$ cat config.mk
export PLATFORM = sky130hd
export DESIGN_NAME = fe_tx_symbol_encoder
export DESIGN_NICKNAME = d
export VERILOG_FILES = /design/src/rtl/fetx_pkg.sv /design/src/rtl/fetx_group_map.sv /design/src/rtl/fetx_serializer.sv /design/src/rtl/fetx_scrambler.sv /design/src/rtl/fetx_mlt3.sv /design/src/rtl/fe_tx_symbol_encoder.sv
export SDC_FILE = /design/constraint.sdc
export NUM_CORES = 1
export LEC_CHECK = 0
export BUFFER_PORTS_ARGS = -buffer_cell sky130_fd_sc_hd__buf_4
export CORE_MARGIN = 3
export CORE_UTILIZATION = 59
export DETAILED_ROUTE_END_ITERATION = 8
export GPL_TIMING_DRIVEN = 0
export PLACE_DENSITY = 0.82
export SETUP_SLACK_MARGIN = 0.1
export SLEW_MARGIN = 0
export SYNTH_ARGS = -nofsm -noshare
export SYNTH_HDL_FRONTEND = slang
export SYNTH_SLANG_ARGS = --single-unit
$ cat constraint.sdc
create_clock -name clk -period 2.8 [get_ports clk]
set_clock_uncertainty 0.1 [all_clocks]
set_input_delay 0 -clock clk [delete_from_list [all_inputs] [get_ports clk]]
set_output_delay 0 -clock clk [all_outputs]
set_load 0.01 [all_outputs]
$ cat src/rtl/fetx_pkg.sv
package fetx_pkg;
  localparam int NIB_W = 4;
  localparam int GRP_W = 5;

  typedef enum logic [1:0] {FR_IDLE, FR_SEND_K, FR_DATA, FR_SEND_R} frame_st_t;

  localparam logic [GRP_W-1:0] CG_IDLE = 5'b11111;
  localparam logic [GRP_W-1:0] CG_J    = 5'b11000;
  localparam logic [GRP_W-1:0] CG_K    = 5'b10001;
  localparam logic [GRP_W-1:0] CG_T    = 5'b01101;
  localparam logic [GRP_W-1:0] CG_R    = 5'b00111;
  localparam logic [GRP_W-1:0] CG_H    = 5'b00100;

  localparam logic [1:0] LVL_ZERO = 2'b00;
  localparam logic [1:0] LVL_POS  = 2'b01;
  localparam logic [1:0] LVL_NEG  = 2'b11;

  function automatic logic [GRP_W-1:0] data_group(input logic [NIB_W-1:0] n);
    logic [GRP_W-1:0] g;
    case (n)
      4'h0: g = 5'b11110;
      4'h1: g = 5'b01001;
      4'h2: g = 5'b10100;
      4'h3: g = 5'b10101;
      4'h4: g = 5'b01010;
      4'h5: g = 5'b01011;
      4'h6: g = 5'b01110;
      4'h7: g = 5'b01111;
      4'h8: g = 5'b10010;
      4'h9: g = 5'b10011;
      4'hA: g = 5'b10110;
      4'hB: g = 5'b10111;
      4'hC: g = 5'b11010;
      4'hD: g = 5'b11011;
      4'hE: g = 5'b11100;
      default: g = 5'b11101;
    endcase
    return g;
  endfunction

  function automatic logic [1:0] phase_level(input logic [1:0] ph);
    logic [1:0] l;
    case (ph)
      2'd1: l = LVL_POS;
      2'd3: l = LVL_NEG;
      default: l = LVL_ZERO;
    endcase
    return l;
  endfunction
endpackage

$ cat src/rtl/fetx_group_map.sv
module fetx_group_map
  import fetx_pkg::*;
(
  input  logic             clk,
  input  logic             rst,
  input  logic             strobe,
  input  logic             tx_en,
  input  logic             tx_er,
  input  logic [NIB_W-1:0] txd,
  output logic [GRP_W-1:0] group
);
  frame_st_t state, state_nx;

  always_comb begin
    state_nx = state;
    group    = CG_IDLE;
    case (state)
      FR_IDLE: begin
        if (tx_en) begin
          group    = CG_J;
          state_nx = FR_SEND_K;
        end
      end
      FR_SEND_K: begin
        group    = CG_K;
        state_nx = FR_DATA;
      end
      FR_DATA: begin
        if (!tx_en) begin
          group    = CG_T;
          state_nx = FR_SEND_R;
        end else if (tx_er) begin
          group = CG_H;
        end else begin
          group = data_group(txd);
        end
      end
      default: begin
        group    = CG_R;
        state_nx = FR_IDLE;
      end
    endcase
  end

  always_ff @(posedge clk) begin
    if (rst) state <= FR_IDLE;
    else if (strobe) state <= state_nx;
  end


  start_pair_chk: assert property (@(posedge clk) disable iff (rst)
    (strobe && state == FR_IDLE && tx_en) |=> (state == FR_SEND_K));


  end_pair_chk: assert property (@(posedge clk) disable iff (rst)
    (strobe && state == FR_DATA && !tx_en) |=> (state == FR_SEND_R));
endmodule

$ cat src/rtl/fetx_serializer.sv
module fetx_serializer #(
  parameter int W = 5
) (
  input  logic         clk,
  input  logic         rst,
  input  logic         load,
  input  logic [W-1:0] din,
  output logic         bit_o
);
  logic [W-1:0] sh;

  always_ff @(posedge clk) begin
    if (rst) sh <= '1;
    else if (load) sh <= din;
    else sh <= {sh[W-2:0], 1'b0};
  end

  assign bit_o = sh[W-1];


  msb_first_chk: assert property (@(posedge clk) disable iff (rst)
    load |=> (bit_o == $past(din[W-1])));
endmodule

$ cat src/rtl/fetx_scrambler.sv
module fetx_scrambler #(
  parameter int          LW   = 11,
  parameter int          TAP  = 9,
  parameter logic [LW-1:0] SEED = '1
) (
  input  logic clk,
  input  logic rst,
  input  logic din,
  output logic scr_o
);
  logic [LW-1:0] lfsr;
  logic          key;

  assign key = lfsr[LW-1] ^ lfsr[TAP-1];

  always_ff @(posedge clk) begin
    if (rst) begin
      lfsr  <= SEED;
      scr_o <= 1'b0;
    end else begin
      lfsr  <= {lfsr[LW-2:0], key};
      scr_o <= din ^ key;
    end
  end


  lfsr_nonzero_chk: assert property (@(posedge clk) disable iff (rst)
    lfsr != '0);
endmodule

$ cat src/rtl/fetx_mlt3.sv
module fetx_mlt3
  import fetx_pkg::*;
(
  input  logic       clk,
  input  logic       rst,
  input  logic       bit_i,
  output logic [1:0] line
);
  logic [1:0] phase;

  always_ff @(posedge clk) begin
    if (rst) begin
      phase <= 2'd0;
      line  <= LVL_ZERO;
    end else if (bit_i) begin
      phase <= phase + 2'd1;
      line  <= phase_level(phase + 2'd1);
    end
  end


  line_hold_chk: assert property (@(posedge clk) disable iff (rst)
    !$past(bit_i) |-> $stable(line));


  line_move_chk: assert property (@(posedge clk) disable iff (rst)
    $past(bit_i) |-> !$stable(line));


  line_code_chk: assert property (@(posedge clk) disable iff (rst)
    line != 2'b10);


  line_step_chk: assert property (@(posedge clk) disable iff (rst)
    !$stable(line) |-> (line == LVL_ZERO || $past(line) == LVL_ZERO));
endmodule

$ cat src/rtl/fe_tx_symbol_encoder.sv
module fe_tx_symbol_encoder
  import fetx_pkg::*;
#(
  parameter int              LFSR_W    = 11,
  parameter int              LFSR_TAP  = 9,
  parameter logic [LFSR_W-1:0] LFSR_SEED = '1
) (
  input  logic       clk,
  input  logic       rst,
  input  logic       nib_strobe,
  input  logic       tx_en,
  input  logic       tx_er,
  input  logic [3:0] txd,
  output logic [1:0] line_lvl
);
  logic [GRP_W-1:0] grp;
  logic             ser_bit;
  logic             scr_bit;

  fetx_group_map u_map (
    .clk(clk), .rst(rst), .strobe(nib_strobe),
    .tx_en(tx_en), .tx_er(tx_er), .txd(txd), .group(grp)
  );

  fetx_serializer #(.W(GRP_W)) u_ser (
    .clk(clk), .rst(rst), .load(nib_strobe), .din(grp), .bit_o(ser_bit)
  );

  fetx_scrambler #(.LW(LFSR_W), .TAP(LFSR_TAP), .SEED(LFSR_SEED)) u_scr (
    .clk(clk), .rst(rst), .din(ser_bit), .scr_o(scr_bit)
  );

  fetx_mlt3 u_mlt (
    .clk(clk), .rst(rst), .bit_i(scr_bit), .line(line_lvl)
  );


  reset_zero_chk: assert property (@(posedge clk)
    $past(rst) |-> (line_lvl == LVL_ZERO));
endmodule

==> results of run 1 <==
-- how the worst max path moves through the flow --
stage                             endpoint  slack (ns)  depth (start not counted)
detailed placement  u_ser.sh[0]$_SDFF_PP1_        1.36                          5
global placement    u_ser.sh[0]$_SDFF_PP1_        1.37                          5
finish              u_ser.sh[1]$_SDFF_PP1_        0.38                          7
CTS                 u_ser.sh[1]$_SDFF_PP1_        0.41                          7
global route        u_ser.sh[1]$_SDFF_PP1_        0.28                          7
floorplan           u_ser.sh[4]$_SDFF_PP1_        1.50                          5
-- synthesized netlist by cell type, types with 2 or more instances --
library cell / n / share of area, %
nand3_1: 2 / 1.0
or2_1: 12 / 7.6
xnor2_1: 2 / 1.8
a21oi_1: 4 / 2.0
mux2i_1: 2 / 2.0
nor2b_1: 3 / 1.9
buf_2: 2 / 1.0
nor3_1: 6 / 3.1
nand2_1: 3 / 1.1
dfxtp_1: 23 / 47
ha_1: 6 / 7.6
inv_1: 6 / 2.3
nand2b_1: 4 / 2.5
nor2_1: 11 / 4.2
a31oi_1: 2 / 1.3
o311ai_1: 2 / 1.8
-- registers in the layout, summed over array words and instances (netlist names) --
signal	cells
u_scr.lfsr	11
u_ser.sh	5
u_map.state	2
u_mlt.line	2
u_mlt.phase	2
u_scr.scr_o	1
-- power by group through the flow --
stage	registers, mW	clock network, mW	logic (mW)
floorplan	0.362	0	0.0617
global placement	0.362	0	0.0898
detailed placement	0.363	0	0.0949
CTS	0.355	0.152	0.104
global route	0.357	0.162	0.118
finish	0.355	0.142	0.104
-- critical path, delay by kind of cell (launching register included) --
family | cells | cell delay, ns
simple gates | 2 | 0.27
fa+ha+maj | 1 | 0.26
buf+inv | 3 | 1.24
compound gates | 1 | 0.06
flops | 1 | 0.39
-- through the flow --
| stage | instances | setup WS (ns) |
|---|---|---|
| after floorplan | 105 | 1.50 |
| after global placement | 131 | 1.37 |
| after detailed placement | 131 | 1.36 |
| after CTS | 143 | 0.406 |
| after global routing | 143 | 0.283 |
| final | 143 | 0.383 |
-- kinds of logic (layout without fill, tap and decap cells) --
family / count (synthesis) / after routing
adders and majority gates: 6 / 6
xor gates and xnor gates: 3 / 3
and+or+nand+nor: 43 / 43
muxes: 2 / 2
buffers and inverters: 11 / 33
AOI/OAI and AO/OA: 17 / 17
DFF: 23 / 23
-- cells in the final DEF, fill, tap and decap left out, types with 3 or more instances in the layout --
| cell | synthesis | layout |
|---|---|---|
| nand2b_1 | 4 | 4 |
| nor2_1 | 11 | 11 |
| dlygate4sd3_1 | 0 | 8 |
| or2_1 | 12 | 12 |
| nor2b_1 | 3 | 3 |
| clkbuf_4 | 0 | 3 |
| ha_1 | 6 | 6 |
| nand2_1 | 3 | 3 |
| nor3_1 | 6 | 6 |
| a21oi_1 | 4 | 4 |
| inv_1 | 6 | 6 |
| buf_4 | 1 | 11 |
| dfxtp_1 | 23 | 23 |
-- routing by layer --
metal  global-route usage, %  wire [µm]  up-vias
li1                        -          -      400
met1                    21.6        787      343
met2                    36.6        937       30
met3                    3.83         64        8
met4                    10.5         58        0
met5                       0          0        -
-- layout make-up --
class | count | area (µm²) | share of cell area [%]
Multi-Input combinational cell | 71 | 474 | 40.0
Sequential cell | 23 | 460 | 38.9
Timing Repair Buffer | 18 | 155 | 13.1
Inverter | 7 | 26.3 | 2.22
Clock buffer | 3 | 22.5 | 1.90
Buffer | 4 | 21.3 | 1.80
Tap cell | 16 | 20.0 | 1.69
Clock inverter | 1 | 5.00 | 0.422
==> impl_metrics.csv, run 1 <==
group,metric,value,unit
sta,tightest_slew,0.306,ns
worst_setup_path,crit_path_max_fanout,5,
power_and_ir_drop,leakagePower,0.474,nW
power_and_ir_drop,ir_worst_vdd,0.423,mV
floorplanning,die_w,46.8,µm
sta,period_minus_slack,2.42,ns
place,post_dp_cell_area,1080,µm²
worst_setup_path,critPathCaptureType,"flip-flop",
cts,cts_tree,"built",
power_and_ir_drop,fin_total_pwr,0.602,mW
worst_setup_path,worstPathRequired,2.90,ns
logic_synthesis,syn_avg_cell_area,9.35,µm²
worst_setup_path,max_stage_delay,0.59,ns
cells_and_area,fillCellCount,104,
logic_synthesis,synth.cell_area,982,µm²
power_and_ir_drop,p_comb_share,17.4,%
logic_synthesis,ys_seq_area_share,46.9,%
place,hpwlAfterDp,1.33,mm
hold_path,holdPathEnd,"u_map.state[1]$_SDFFE_PP0P_",
cts,postCtsHoldBufs,8,
grt,grt_max_degree,14,
worst_setup_path,critPathLaunch,"u_map.state[0]$_SDFFE_PP0P_",
floorplanning,pin_count,11,
cts,clk_pin_slew,0.12,ns
grt,grt_use_total,20.0,%
worst_setup_path,slowest_stage,"dlygate4sd3_1",
cells_and_area,synthToLayoutAreaGrowth,20.6,%
sta,hold_viol,0,
worst_setup_path,path_cells,"inv_1 > ha_1 > and4b_1 > o311ai_1 > dlygate4sd3_1 > nand3_1 > dlygate4sd3_1",
run,drv_cap,0,
power_and_ir_drop,sw_frac_of_total,25.1,%
logic_synthesis,synth_xor_area_share,2.68,%
status,outcome,"complete, no violations",
worst_setup_path,worstPathArrival,2.51,ns
cells_and_area,final_util,76.9,%
routing,totalWireLength,1.85,mm
sta,setup_viol,0,
sta,fmax,414,MHz
floorplanning,die_h,46.8,µm
logic_synthesis,async_flop_share,0,%
power_and_ir_drop,powerDensity,508,nW/µm²
routing,post-route-drc-count,0,
sta,fin_crit_sh,86.3,%
floorplanning,core,1540,µm²
routing,viasPerCell,5.46,
grt,grt_pass1_vias,748,
sta,max-slew-margin-rel,79.2,%
grt,grt.overflow.total,0,
routing,num_vias,781,
sta,hold_ws,0.0166,ns
logic_synthesis,ys.warnings.count,0,
sta,finalSetupTns,0,ns
cells_and_area,drive_gt1_share,15.7,%
worst_setup_path,r2r_cells,7,
hold_path,worstHoldPathCells,4,
logic_synthesis,synth_cells,105,
worst_setup_path,critical-path-top-cell-by-count,"dlygate4sd3_1",
worst_setup_path,r2r_slack,0.38,ns
worst_setup_path,reg2reg_from,"u_map.state[0]$_SDFFE_PP0P_",
routing,dr.pass1.iters,4,
cts,cts_root_buffer,"clkbuf_4",
cts,cts_inserted_buffers,3,
logic_synthesis,synth_edf_count,0,
power_and_ir_drop,internal_power,0.451,mW
cts,clock_latency,0.30,ns
cells_and_area,n_antenna_cell,0,
cts,cts.path.max_buffers,2,
hold_path,worstHoldStart,"tx_en",
cts,cts_post_setup_buffers_inserted,0,
place,globalplace.congestion,0.847,
logic_synthesis,synth_fa_ha_area_share,7.64,%
power_and_ir_drop,clockPowerShare,23.7,%
logic_synthesis,syn_nets,120,
cts,cts_resized,0,
worst_setup_path,worstSetupPathType,"flip-flop to flip-flop",
cts,cts_sinks,23,
floorplanning,die_area,2190,µm²
floorplanning,start_util,63.7,%
floorplanning,rows,14,
logic_synthesis,synthMuxAreaShare,2.04,%
hold_path,min_path_type,"input pin to flip-flop",
worst_setup_path,critPathLaunchType,"flip-flop",
place,portBuffers,10,
routing,dr.first_iter.drc_count,15,
logic_synthesis,ys_ff_latch,23,
grt,grt_pass1_wl,3.08,mm
worst_setup_path,r2r_end,"u_ser.sh[1]$_SDFF_PP1_",
grt,antenna_found_initial,0,
logic_synthesis,synth_cell_type_count,31,
logic_synthesis,synth_ff_type,"dfxtp_1",
logic_synthesis,synth_compound_area_share,12.7,%
cts,htree_levels,1,
cells_and_area,final_nets,143,
sta,rsz0062_at_grt,"no",
power_and_ir_drop,p_sw,0.151,mW
cells_and_area,stdcell_area,1180,µm²
power_and_ir_drop,power_frac_seq,59.0,%
logic_synthesis,yosys.area_share.simple,23.2,%
routing,drt-wirelength-per-cell,12.9,µm
routing,route.antenna.remaining_nets,0,
logic_synthesis,synth_top_family_by_area,"simple AND/OR/NAND/NOR gates",
sta,drv_slew,0,
Note: power is estimated with default switching activity, not from simulation.
==> run 2: changes to the inputs <==
- CTS_CLUSTER_SIZE: default -> 12
- REMOVE_ABC_BUFFERS: default -> 1
==> impl_metrics.csv, run 2 (same netlist as run 1, synthesis figures left out) <==
group,metric,value,unit
floorplanning,start_util,63.7,%
cts,clk_pin_slew,0.12,ns
cells_and_area,final_common_cell,"dfxtp_1",
sta,fmax,407,MHz
worst_setup_path,critPathLaunchType,"flip-flop",
worst_setup_path,slowest_stage,"dlygate4sd3_1",
worst_setup_path,worstPathArrival,2.55,ns
worst_setup_path,cp_top_family,"buffers and inverters",
cells_and_area,synthToLayoutAreaGrowth,20.5,%
worst_setup_path,reg2reg_from,"u_map.state[0]$_SDFFE_PP0P_",
cts,cts_inserted_buffers,3,
floorplanning,die_w,46.8,µm
routing,dr.pass1.iters,4,
place,post_dp_cell_area,1060,µm²
cts,cts_tree,"built",
cells_and_area,reg.largest.list,"u_scr.lfsr x11, u_ser.sh x5",
worst_setup_path,crit_path_max_fanout,5,
grt,grt_use_total,19.3,%
status,outcome,"complete, no violations",
sta,fin_crit_sh,87.7,%
worst_setup_path,r2r_end,"u_ser.sh[1]$_SDFF_PP1_",
hold_path,worstHoldPathCells,4,
worst_setup_path,critical-path-top-cell-by-count,"dlygate4sd3_1",
cells_and_area,stdcell_area,1180,µm²
hold_path,holdPathEnd,"u_ser.sh[0]$_SDFF_PP1_",
sta,max-slew-margin-rel,81.1,%
grt,grt_pass1_wl,3.08,mm
cells_and_area,final_nets,141,
cells_and_area,final_cell_mix,"23 x dfxtp_1, 12 x or2_1, 11 x nor2_1",
cts,cts_resized,0,
floorplanning,die_h,46.8,µm
place,globalplace.congestion,0.805,
cts,cts_root_buffer,"clkbuf_4",
hold_path,min_path_type,"input pin to flip-flop",
worst_setup_path,r2r_cells,7,
power_and_ir_drop,ir_worst_vdd,0.232,mV
routing,totalWireLength,1.84,mm
worst_setup_path,path_cells,"inv_1 > ha_1 > and4b_1 > o311ai_1 > dlygate4sd3_1 > nand3_1 > dlygate4sd3_1",
cts,cts_post_setup_buffers_inserted,0,
routing,dr.first_iter.drc_count,21,
worst_setup_path,max_stage_delay,0.59,ns
sta,hold_viol,0,
place,portBuffers,10,
cells_and_area,final_util,76.8,%
worst_setup_path,r2r_slack,0.34,ns
floorplanning,rows,14,
sta,finalSetupTns,0,ns
cells_and_area,n_antenna_cell,0,
routing,route.antenna.remaining_nets,0,
grt,grt.overflow.total,0,
worst_setup_path,worstSetupPathType,"flip-flop to flip-flop",
grt,grt_max_degree,26,
sta,tightest_slew,0.282,ns
sta,period_minus_slack,2.46,ns
place,hpwlAfterDp,1.28,mm
cells_and_area,largest_reg_flops,11,
sta,drv_slew,0,
routing,post-route-drc-count,0,
sta,rsz0062_at_grt,"no",
routing,drt-wirelength-per-cell,13.0,µm
routing,viasPerCell,5.55,
cells_and_area,largest_register,"u_scr.lfsr",
cells_and_area,drive_gt1_share,13.6,%
worst_setup_path,critPathCaptureType,"flip-flop",
run,drv_cap,0,
cts,htree_levels,1,
routing,num_vias,783,
cts,cts.path.max_buffers,2,
floorplanning,pin_count,11,
power_and_ir_drop,powerDensity,508,nW/µm²
power_and_ir_drop,leakagePower,0.471,nW
hold_path,worstHoldStart,"tx_en",
grt,grt_pass1_vias,757,
worst_setup_path,path_buf_inv,3,
sta,hold_ws,0.0170,ns
cells_and_area,fillCellCount,124,
grt,antenna_found_initial,0,
floorplanning,die_area,2190,µm²
power_and_ir_drop,fin_total_pwr,0.602,mW
cts,clock_latency,0.30,ns
floorplanning,core,1540,µm²
cts,cts_sinks,23,
sta,setup_viol,0,
worst_setup_path,worstPathRequired,2.89,ns
run 2: cell count changes in the layout (fill, tap and decap cells not counted), sizes merged:
cell | previous run | this run
clkbuf | 4 | 3
dlygate4sd3 | 8 | 10
buf | 13 | 10
run 2: final cells by class:
type | count | area, µm² | share of cell area [%]
Timing Repair Buffer | 20 | 175 | 14.8
Clock inverter | 1 | 5.00 | 0.423
Multi-Input combinational cell | 71 | 474 | 40.1
Tap cell | 16 | 20.0 | 1.69
Inverter | 7 | 26.3 | 2.22
Sequential cell | 23 | 460 | 38.9
Clock buffer | 3 | 22.5 | 1.90
run 2: worst max-delay path by stage:
stage | from | endpoint | depth (start not counted)
final | u_map.state[0]$_SDFFE_PP0P_ | u_ser.sh[1]$_SDFF_PP1_ | 7
after floorplan | u_map.state[0]$_SDFFE_PP0P_ | u_ser.sh[4]$_SDFF_PP1_ | 5
after global routing | u_map.state[0]$_SDFFE_PP0P_ | u_ser.sh[1]$_SDFF_PP1_ | 7
after global placement | u_map.state[0]$_SDFFE_PP0P_ | u_ser.sh[4]$_SDFF_PP1_ | 5
after CTS | u_map.state[0]$_SDFFE_PP0P_ | u_ser.sh[1]$_SDFF_PP1_ | 7
after detailed placement | u_map.state[0]$_SDFFE_PP0P_ | u_ser.sh[0]$_SDFF_PP1_ | 5
run 2: what timing repair did:
action,4_1_cts,5_1_grt
endpoints found under the hold margin,22,0
endpoints found under the setup margin,0,0
hold buffers,10,0
run 2: metal layers:
layer  global-route usage [%]  up-vias  routed length [µm]
li1                         -      392                   -
met1                     21.3      370                 775
met2                     36.9       21                1000
met3                     2.68        0                  57
met4                     7.18        0                   0
met5                        0        -                   0
run 2: worst reg2reg max path: stages (launching register included):
cell,delay (ns)
dfxtp_1,0.40
inv_1,0.09
ha_1,0.26
and4b_1,0.21
o311ai_1,0.06
dlygate4sd3_1,0.59
nand3_1,0.08
dlygate4sd3_1,0.55
run 2: metrics by stage:
stage                     cells  worst slack [ns]
after floorplan             101              1.50
after global placement      127              1.39
after detailed placement    127              1.37
after CTS                   141             0.384
after global routing        141             0.234
final                       141             0.344
run 2: report_power, final:
part	leakage [nW]	internal, mW	switching, mW
combinational	0.264	0.0502	0.0502
sequential	0.189	0.347	0.0116
clock	0.0177	0.0531	0.0898
total	0.471	0.450	0.152
==> run 3: changes to the inputs <==
- CORE_UTILIZATION: 59 -> 30
- CTS_BUF_LIST: default -> sky130_fd_sc_hd__clkbuf_8
- PLACE_DENSITY: 0.82 -> 0.48
==> impl_metrics.csv, run 3 (same netlist as run 1, synthesis figures left out) <==
group,metric,value,unit
grt,grt_max_degree,26,
sta,hold_viol,1,
cells_and_area,largest_reg_flops,11,
sta,fin_crit_sh,85.4,%
cts,clock_latency,0.26,ns
status,violations,"hold timing",
cells_and_area,final_nets,137,
cells_and_area,drive_gt1_share,14.0,%
worst_setup_path,r2r_slack,0.41,ns
cells_and_area,multi_input_area,474,µm²
cts,cts.path.max_buffers,2,
run,drv_cap,0,
worst_setup_path,r2r_end,"u_ser.sh[1]$_SDFF_PP1_",
floorplanning,pin_count,11,
routing,dr.pass1.iters,2,
floorplanning,die_w,63.2,µm
sta,tightest_slew,0.329,ns
hold_path,worstHoldStart,"tx_er",
sta,drv_slew,0,
cells_and_area,final_cell_mix,"23 x dfxtp_1, 12 x or2_1, 11 x nor2_1",
hold_path,worstHoldPathCells,4,
routing,drt-wirelength-per-cell,9.93,µm
cts,cts_inserted_buffers,3,
place,hpwlAfterDp,1.19,mm
worst_setup_path,worstSetupPathType,"flip-flop to flip-flop",
status,outcome,"finished, violations left",
cells_and_area,final_common_cell,"dfxtp_1",
cells_and_area,n_antenna_cell,0,
worst_setup_path,reg2reg_from,"u_map.state[0]$_SDFFE_PP0P_",
floorplanning,core,3080,µm²
floorplanning,rows,20,
cts,cts_root_buffer,"clkbuf_8",
routing,totalWireLength,1.64,mm
grt,grt_pass1_vias,695,
place,portBuffers,10,
worst_setup_path,worstPathRequired,2.85,ns
cts,htree_levels,1,
worst_setup_path,critPathCaptureType,"flip-flop",
hold_path,holdPathEnd,"u_ser.sh[3]$_SDFF_PP1_",
worst_setup_path,worstPathArrival,2.44,ns
place,dp_slack,1.38,ns
floorplanning,start_util,31.9,%
cts,clk_pin_slew,0.08,ns
grt,grt_pass1_wl,2.86,mm
hold_path,min_path_type,"input pin to flip-flop",
cells_and_area,regArea,460,µm²
cts,cts_sinks,23,
sta,hold_ws,-0.00323,ns
routing,post-route-drc-count,0,
sta,setup_viol,0,
cells_and_area,fillCellCount,323,
grt,grt.overflow.total,0,
grt,antenna_found_initial,0,
cells_and_area,largest_register,"u_scr.lfsr",
floorplanning,die_area,4000,µm²
power_and_ir_drop,powerDensity,544,nW/µm²
routing,num_vias,715,
power_and_ir_drop,fin_total_pwr,0.651,mW
floorplanning,die_h,63.2,µm
cells_and_area,synthToLayoutAreaGrowth,21.9,%
worst_setup_path,r2r_cells,7,
routing,route.antenna.remaining_nets,0,
worst_setup_path,crit_path_max_fanout,5,
worst_setup_path,critPathLaunchType,"flip-flop",
sta,period_minus_slack,2.39,ns
power_and_ir_drop,ir_worst_vdd,0.185,mV
sta,fmax,418,MHz
routing,dr.first_iter.drc_count,8,
grt,grt_use_total,8.70,%
cells_and_area,reg.largest.list,"u_scr.lfsr x11, u_ser.sh x5",
cts,cts_post_setup_buffers_inserted,0,
routing,viasPerCell,4.33,
sta,max-slew-margin-rel,77.7,%
place,globalplace.congestion,0.675,
power_and_ir_drop,leakagePower,0.466,nW
sta,finalSetupTns,0,ns
sta,setup_slack,0.409,ns
sta,rsz0062_at_grt,"no",
cts,cts_tree,"built",
-- run 3: cell types whose count changed in the layout (fill, tap and decap cells not counted), sizes merged --
cell         before  now
dlygate4sd3      10    6
-- run 3: power breakdown --
group,internal (mW),switching (mW),total (mW)
clock network,0.0990,0.103,0.202
logic,0.0464,0.0458,0.0922
registers,0.347,0.0103,0.357
-- run 3: final cells by class --
| type | count | area share (%) |
|---|---|---|
| Clock inverter | 1 | 0.418 |
| Inverter | 7 | 2.19 |
| Tap cell | 44 | 4.60 |
| Clock buffer | 3 | 3.45 |
| Timing Repair Buffer | 16 | 11.3 |
| Multi-Input combinational cell | 71 | 39.6 |
| Sequential cell | 23 | 38.5 |
-- run 3: critical path, stage by stage (launching register included) --
cell           delay [ns]
dfxtp_1              0.38
inv_1                0.08
ha_1                 0.25
and4b_1              0.20
o311ai_1             0.07
dlygate4sd3_1        0.59
nand3_1              0.06
dlygate4sd3_1        0.55
-- run 3: metal layers --
metal,up-vias,GRT usage (%),part of all wire [%]
li1,380,-,-
met5,-,0,0
met1,328,10.7,49
met2,5,15.0,48
met3,2,1.60,2.2
met4,0,3.23,0.67
-- run 3: per-stage QoR --
step	instances	utilization, %	area, µm²	hold slack [ns]
after floorplan	101	-	961	-0.0376
after global placement	155	35.4	1090	0.222
after detailed placement	155	35.4	1090	0.238
after CTS	165	38.9	1200	0.00374
after global routing	165	38.9	1200	0.0142
final	165	38.9	1200	-0.00323
-- run 3: worst max-delay path by stage --
stage / start / end / slack (ns) / cells after the start
after floorplan: u_map.state[0]$_SDFFE_PP0P_ / u_ser.sh[4]$_SDFF_PP1_ / 1.50 / 5
after global placement: u_map.state[0]$_SDFFE_PP0P_ / u_ser.sh[4]$_SDFF_PP1_ / 1.39 / 5
after detailed placement: u_map.state[0]$_SDFFE_PP0P_ / u_ser.sh[4]$_SDFF_PP1_ / 1.38 / 5
after CTS: u_map.state[0]$_SDFFE_PP0P_ / u_ser.sh[1]$_SDFF_PP1_ / 0.40 / 7
after global routing: u_map.state[0]$_SDFFE_PP0P_ / u_ser.sh[1]$_SDFF_PP1_ / 0.29 / 7
final: u_map.state[0]$_SDFFE_PP0P_ / u_ser.sh[1]$_SDFF_PP1_ / 0.41 / 7
-- run 3: repair_timing --
action | 4_1_cts | 5_1_grt
gates resized for setup | 0 | 0
hold endpoints to repair | 9 | 0
hold buffers | 6 | 0
